$ cat config.mk
export PLATFORM = sky130hd
export DESIGN_NAME = lnk_tx_startup_ctrl
export DESIGN_NICKNAME = d
export VERILOG_FILES = /design/src/rtl/lnk_start_pkg.sv /design/src/rtl/lnk_sync2.sv /design/src/rtl/lnk_hold_timer.sv /design/src/rtl/lnk_lmfc_capture.sv /design/src/rtl/lnk_tx_startup_ctrl.sv
export SDC_FILE = /design/constraint.sdc
export NUM_CORES = 1
export LEC_CHECK = 0
export ABC_AREA = 1
export CORE_ASPECT_RATIO = 1.75
export CORE_MARGIN = 2
export CORE_UTILIZATION = 40
export DETAILED_ROUTE_END_ITERATION = 16
export DONT_BUFFER_PORTS = 1
export SLEW_MARGIN = 20
export SYNTH_ARGS = -nofsm -noshare
export SYNTH_HDL_FRONTEND = slang
export SYNTH_HIERARCHICAL = 1
export SYNTH_SLANG_ARGS = --single-unit
$ cat constraint.sdc
create_clock -name clk -period 4.2 [get_ports clk]
set_input_delay 0.21 -clock clk [delete_from_list [all_inputs] [get_ports clk]]
set_output_delay 0.21 -clock clk [all_outputs]
set_load 0.02 [all_outputs]
$ cat src/rtl/lnk_start_pkg.sv
package lnk_start_pkg;

    typedef enum logic [1:0] {
        PH_CGS  = 2'd0,
        PH_ILAS = 2'd1,
        PH_DATA = 2'd2
    } phase_e;

    // Synchronized view of the two asynchronous link lines
    typedef struct packed {
        logic sync_n;
        logic sysref;
    } line_t;

    // Restart causes evaluated in one cycle
    typedef struct packed {
        logic hw;
        logic sw;
    } reinit_t;

    // Longest tolerated request run in octets: five frames plus nine
    function automatic int hold_limit(input int frame_octets);
        return 5 * frame_octets + 9;
    endfunction

    // Only subclass 1 gates the exit on a reference edge
    function automatic logic needs_sysref(input logic [1:0] subclass);
        return subclass == 2'd1;
    endfunction

    function automatic logic captures_phase(input logic [1:0] subclass);
        return subclass == 2'd2;
    endfunction

endpackage

$ cat src/rtl/lnk_sync2.sv
module lnk_sync2 #(
    parameter int             W       = 2,
    parameter logic [W-1:0]   RST_VAL = '0
) (
    input  logic         clk,
    input  logic         rst,
    input  logic [W-1:0] d_i,
    output logic [W-1:0] q_o
);
    logic [W-1:0] meta_q;
    logic [W-1:0] stab_q;

    for (genvar b = 0; b < W; b++) begin : g_bit
        always_ff @(posedge clk) begin
            if (rst) begin
                meta_q[b] <= RST_VAL[b];
                stab_q[b] <= RST_VAL[b];
            end else begin
                meta_q[b] <= d_i[b];
                stab_q[b] <= meta_q[b];
            end
        end
    end

    assign q_o = stab_q;

endmodule

$ cat src/rtl/lnk_hold_timer.sv
module lnk_hold_timer
    import lnk_start_pkg::*;
#(
    parameter int FW = 5
) (
    input  logic          clk,
    input  logic          rst,
    input  logic          sync_low_i,
    input  logic [FW-1:0] frame_octets_i,
    output logic          expire_o
);
    localparam int MAX_LIMIT = 5 * ((1 << FW) - 1) + 9;
    localparam int CW        = $clog2(MAX_LIMIT + 2);

    logic [CW-1:0] cnt_q;
    logic [CW-1:0] limit;

    assign limit = CW'(hold_limit(int'(frame_octets_i)));

    // cnt_q holds the number of earlier consecutive low cycles
    always_ff @(posedge clk) begin
        if (rst || !sync_low_i) begin
            cnt_q <= '0;
        end else if (cnt_q < limit) begin
            cnt_q <= cnt_q + 1'b1;
        end
    end

    // Fires on the (limit+1)-th consecutive low cycle
    assign expire_o = sync_low_i && (cnt_q >= limit);

    p_run_clear_r6: assert property (@(posedge clk) disable iff (rst)
        !sync_low_i |=> (cnt_q == '0));

    p_no_fire_high_r5: assert property (@(posedge clk) disable iff (rst)
        !sync_low_i |-> !expire_o);

endmodule

$ cat src/rtl/lnk_lmfc_capture.sv
module lnk_lmfc_capture #(
    parameter int OW = 8
) (
    input  logic          clk,
    input  logic          rst,
    input  logic          lmfc_tick_i,
    input  logic          cap_en_i,
    output logic [OW-1:0] offset_o
);
    logic [OW-1:0] pos_q;
    logic [OW-1:0] off_q;

    // Cycles since the last multiframe boundary, saturating
    always_ff @(posedge clk) begin
        if (rst || lmfc_tick_i) begin
            pos_q <= '0;
        end else if (pos_q != '1) begin
            pos_q <= pos_q + 1'b1;
        end
    end

    always_ff @(posedge clk) begin
        if (rst) begin
            off_q <= '0;
        end else if (cap_en_i) begin
            off_q <= pos_q;
        end
    end

    assign offset_o = off_q;

    p_hold_offset_r4: assert property (@(posedge clk) disable iff (rst)
        !cap_en_i |=> $stable(off_q));

endmodule

$ cat src/rtl/lnk_tx_startup_ctrl.sv
module lnk_tx_startup_ctrl
    import lnk_start_pkg::*;
#(
    parameter int FW      = 5,
    parameter int OW      = 8,
    parameter int ILAS_MF = 4
) (
    input  logic          clk,
    input  logic          rst,
    input  logic          sync_n_i,
    input  logic          sysref_i,
    input  logic [1:0]    subclass_i,
    input  logic          lane_sync_en_i,
    input  logic [FW-1:0] frame_octets_i,
    input  logic          hw_reinit_dis_i,
    input  logic          sw_reinit_req_i,
    input  logic          lmfc_tick_i,
    output logic [1:0]    phase_o,
    output logic [OW-1:0] lmfc_offset_o,
    output logic          reinit_evt_o
);
    localparam int MCW = $clog2(ILAS_MF + 1);

    line_t     raw_lines;
    line_t     lines;
    reinit_t   req;
    phase_e    phase_q;
    phase_e    phase_d;
    logic      sync_prev_q;
    logic      sysref_prev_q;
    logic      sysref_seen_q;
    logic      wait_low_q;
    logic      evt_q;
    logic      hw_expire;
    logic      any_reinit;
    logic      cgs_exit;
    logic      sync_rise;
    logic      cap_en;
    logic [MCW-1:0] ilas_cnt_q;

    assign raw_lines = '{sync_n: sync_n_i, sysref: sysref_i};

    lnk_sync2 #(
        .W       (2),
        .RST_VAL (2'b00)
    ) line_sync_i (
        .clk (clk),
        .rst (rst),
        .d_i (raw_lines),
        .q_o (lines)
    );

    lnk_hold_timer #(
        .FW (FW)
    ) hold_timer_i (
        .clk            (clk),
        .rst            (rst),
        .sync_low_i     (!lines.sync_n),
        .frame_octets_i (frame_octets_i),
        .expire_o       (hw_expire)
    );

    assign sync_rise = lines.sync_n && !sync_prev_q;
    assign cap_en    = sync_rise && (phase_q == PH_CGS) && captures_phase(subclass_i);

    lnk_lmfc_capture #(
        .OW (OW)
    ) lmfc_cap_i (
        .clk         (clk),
        .rst         (rst),
        .lmfc_tick_i (lmfc_tick_i),
        .cap_en_i    (cap_en),
        .offset_o    (lmfc_offset_o)
    );

    // Restart causes: timing-based only once the link has left sync
    assign req.hw     = hw_expire && (phase_q != PH_CGS) && !hw_reinit_dis_i;
    assign req.sw     = sw_reinit_req_i;
    assign any_reinit = req.hw || req.sw;

    assign cgs_exit = lines.sync_n && !wait_low_q &&
                      (!needs_sysref(subclass_i) || sysref_seen_q);

    always_comb begin
        phase_d = phase_q;
        if (any_reinit) begin
            phase_d = PH_CGS;
        end else begin
            case (phase_q)
                PH_CGS: begin
                    if (cgs_exit) begin
                        phase_d = lane_sync_en_i ? PH_ILAS : PH_DATA;
                    end
                end
                PH_ILAS: begin
                    if (lmfc_tick_i && (ilas_cnt_q == MCW'(ILAS_MF - 1))) begin
                        phase_d = PH_DATA;
                    end
                end
                default: phase_d = phase_q;
            endcase
        end
    end

    always_ff @(posedge clk) begin
        if (rst) begin
            phase_q       <= PH_CGS;
            sync_prev_q   <= 1'b0;
            sysref_prev_q <= 1'b0;
            sysref_seen_q <= 1'b0;
            wait_low_q    <= 1'b0;
            evt_q         <= 1'b0;
            ilas_cnt_q    <= '0;
        end else begin
            phase_q       <= phase_d;
            sync_prev_q   <= lines.sync_n;
            sysref_prev_q <= lines.sysref;
            evt_q         <= any_reinit;

            if (any_reinit) begin
                sysref_seen_q <= 1'b0;
            end else if (lines.sysref && !sysref_prev_q) begin
                sysref_seen_q <= 1'b1;
            end

            if (req.sw) begin
                wait_low_q <= 1'b1;
            end else if (!lines.sync_n) begin
                wait_low_q <= 1'b0;
            end

            if (phase_q != PH_ILAS) begin
                ilas_cnt_q <= '0;
            end else if (lmfc_tick_i) begin
                ilas_cnt_q <= ilas_cnt_q + 1'b1;
            end
        end
    end

    assign phase_o      = phase_q;
    assign reinit_evt_o = evt_q;

    p_sc1_gate_r3: assert property (@(posedge clk) disable iff (rst)
        (phase_q == PH_CGS && subclass_i == 2'd1 && !sysref_seen_q) |=> (phase_q == PH_CGS));

    p_hw_block_r7: assert property (@(posedge clk) disable iff (rst)
        (hw_reinit_dis_i && !sw_reinit_req_i) |=> !reinit_evt_o);

    p_wait_low_r8: assert property (@(posedge clk) disable iff (rst)
        wait_low_q |-> (phase_q == PH_CGS));

    p_ilas_hold_r9: assert property (@(posedge clk) disable iff (rst)
        (phase_q == PH_ILAS && !lmfc_tick_i && !sw_reinit_req_i && !hw_expire)
        |=> (phase_q == PH_ILAS));

    p_evt_with_cgs_r10: assert property (@(posedge clk) disable iff (rst)
        reinit_evt_o |-> (phase_q == PH_CGS));

    p_legal_phase_r2: assert property (@(posedge clk) disable iff (rst)
        phase_q != 2'd3);

endmodule

==> flow_summary.json <==
{
  "run_status": "completed",
  "min_period_over_period": 0.626,
  "cp_slowest_cell": "ha_1",
  "fin_ws_ns": 1.57,
  "rows": 35,
  "area_growth_pct": 9.96,
  "clk_latency_ns": 0.29,
  "num_vias": 1768,
  "relSlewSlack": 0.556,
  "tns_ns": 0,
  "tightest_slew_ns": 0.661,
  "final_nets": 342,
  "critPathCaptureType": "flip-flop",
  "antenna_found_initial": 0,
  "routed_via_density": 4.90,
  "drt-wirelength-per-cell_um": 11.7,
  "grt-ovfl-total": 0,
  "slew_violations": 0,
  "cts_setup_buffers": 0,
  "clock-root-buffer": "clkbuf_8",
  "drv_cap": 0,
  "cp_data_arrival_time_ns": 2.87,
  "numCtsBuffers": 5,
  "gp_congestion": 0.830,
  "hold_ws_ns": 0.0183,
  "crit_type": "in -> reg",
  "dp_hpwl_um": 3330,
  "path_cells": "ha_1 > ha_1 > ha_1 > nand3b_1 > nand2_1 > nand2_1 > nand2_1 > a21oi_1 > ha_1 > nand2_2 > inv_1 > nand2_1 > nand2_2 > inv_2 > nand3_1 > nand2_1 > inv_1 > nand3_2 > nand2_2 > nor2_4 > inv_2 > a21oi_2",
  "path_common_cell": "nand2_1",
  "drive_above_1_share": 0.118,
  "synth_fp_nets": 336,
  "rsz0062_at_grt": "no",
  "synthCells": 299,
  "synth_top_cell_by_area": "dfxtp_1",
  "ioPinCount": 26,
  "clkSlewWorstSetupHoldPaths_ns": 0.09,
  "max_freq_ghz": 0.380,
  "crit_required_ns": 4.44,
  "min_period_ns": 2.63,
  "diodes": 0,
  "antenna_left": 0,
  "ctsHoldBuffers": 1,
  "syn-cell-area_sq_mm": 0.00216,
  "hp-class": "in -> reg",
  "critPathLaunchType": "input port",
  "port_buffers": 0,
  "ys_seq_area_frac": 0.352,
  "gr-usage-all-layers": 0.157,
  "die_area_sq_mm": 0.00603,
  "die_h_um": 101,
  "path_max_fanout": 7,
  "drc": 0,
  "core_area_sq_mm": 0.00526,
  "setup_violations": 0,
  "power-per-cell-area_mw_per_mm2": 362,
  "ys_types": 27,
  "ys_ff_latch": 38,
  "critPathMaxStageDelay_ns": 0.34,
  "ys_warn_count": 6,
  "clock_sinks": 38,
  "grt_pass1_wl_um": 7190,
  "start_util": 0.411,
  "drtIter0Drc": 45,
  "final_core_util": 0.452,
  "irDropWorstVdd_uv": 303,
  "cts-resized-gates": 0,
  "synthTopCellsByArea": "dfxtp_1 35%, ha_1 12%, nand2_1 8.9%",
  "h-tree-depth": 2,
  "grt_pass1_vias": 1748,
  "synth_top_area_share": 0.352,
  "skew_ns": 0.0117,
  "hold_violations": 0,
  "cts_tree": "yes",
  "grt_max_degree": 18,
  "syn_area_per_cell_sq_um": 7.23,
  "wirelength_um": 4220,
  "pre_cts_slack_ns": 1.27,
  "power.leakage_nw": 1.14,
  "fp.dieW_um": 59.6,
  "first_pass_iters": 4,
  "cts_buffer_depth": 2
}
## layout by cell type, fill, tap and decap left out, drive strengths merged
master / netlist / layout
a21oi: 23 / 23
a31oi: 2 / 2
bufinv: 0 / 2
clkbuf: 0 / 5
clkinv: 3 / 4
dfxtp: 38 / 38
dlygate4sd3: 0 / 1
fa: 1 / 1
ha: 21 / 21
inv: 50 / 50
nand2: 63 / 63
nand3: 17 / 17
nand3b: 2 / 2
nand4: 3 / 3
nor2: 56 / 56
nor4: 1 / 1
o211ai: 2 / 2
o21ai: 12 / 12
xnor2: 1 / 1
xor2: 2 / 2
## metrics by stage
step / cell area [sq um] / total power [mW] / std cells
floorplan: 2160 / 0.472 / 299
global placement: 2220 / 0.493 / 352
detailed placement: 2220 / 0.495 / 352
CTS: 2370 / 0.873 / 361
global route: 2380 / 0.903 / 361
finish: 2380 / 0.861 / 361
## where the power goes
| part | internal, mW | total (mW) | leakage (nW) | switching (mW) |
|---|---|---|---|---|
| clock | 0.238 | 0.374 | 0.0683 | 0.136 |
| combinational | 0.0423 | 0.106 | 0.763 | 0.0638 |
| sequential | 0.369 | 0.381 | 0.309 | 0.0119 |
## synthesized netlist by cell type
master,n
nand2_1,51
nor2_1,50
inv_1,45
dfxtp_1,38
a21oi_1,22
ha_1,21
nand3_1,15
o21ai_0,12
nand2_2,10
inv_2,5
nor2_4,4
clkinv_1,3
nand4_1,3
a31oi_1,2
nand2_4,2
nand3_2,2
nor2_2,2
o211ai_1,2
xor2_1,2
a21oi_2,1
buf_2,1
buf_6,1
fa_1,1
nand3b_1,1
nand3b_4,1
nor4_1,1
xnor2_1,1
## flip-flops by register name (all words and copies together) (netlist names)
signal,flops
line_sync_i/q_o,2
line_sync_i/meta_q,2
lmfc_cap_i/offset_o,8
phase_o,2
sync_prev_q,1
hold_timer_i/cnt_q,8
sysref_seen_q,1
lmfc_cap_i/pos_q,8
sysref_prev_q,1
ilas_cnt_q,3
wait_low_q,1
reinit_evt_o,1
## worst max-delay path: cells and delay by family
family	cells	cell delay, ns
compound gates	2	0.23
buf+inv	4	0.26
simple gates	12	0.99
fa+ha+maj	4	1.17
## final timing paths
| check | startpoint | end | slack [ns] | cells after the start |
|---|---|---|---|---|
| max | frame_octets_i[2] | phase_o[1]$_SDFFE_PP0P_ | 1.57 | 22 |
| min | sysref_i | line_sync_i/meta_q[0]$_SDFF_PP0_ | 0.02 | 2 |
| max reg2reg | hold_timer_i/cnt_q[1]$_SDFFE_PP0N_ | phase_o[1]$_SDFFE_PP0P_ | 2.37 | 14 |
| min reg2reg | line_sync_i/meta_q[1]$_SDFF_PP0_ | line_sync_i/q_o[1]$_SDFF_PP0_ | 0.39 | 2 |
## cell type report
cell class,instances,area (sq um)
multi-input combinational,206,1200
timing repair buffer,1,10.0
clock buffer,5,68.8
tap,55,68.8
clock inverter,3,68.8
sequential,38,761
inverter,53,199
fill,550,2880
## routing by layer
| layer | part of all wire | GRT usage | vias up |
|---|---|---|---|
| li1 | - | - | 956 |
| met1 | 0.37 | 0.146 | 777 |
| met2 | 0.57 | 0.303 | 26 |
| met3 | 0.026 | 0.0307 | 9 |
| met4 | 0.034 | 0.0855 | 0 |
| met5 | 0 | 0 | - |
## cell families after synthesis
logic type	after synthesis	share of synthesized area
and+or+nand+nor	142	0.310
buffers and inverters	55	0.0996
AOI/OAI and AO/OA	39	0.0955
DFF	38	0.352
adders and majority gates	22	0.131
xor gates and xnor gates	3	0.0122
No activity file was read; power rests on OpenSTA's default activity.
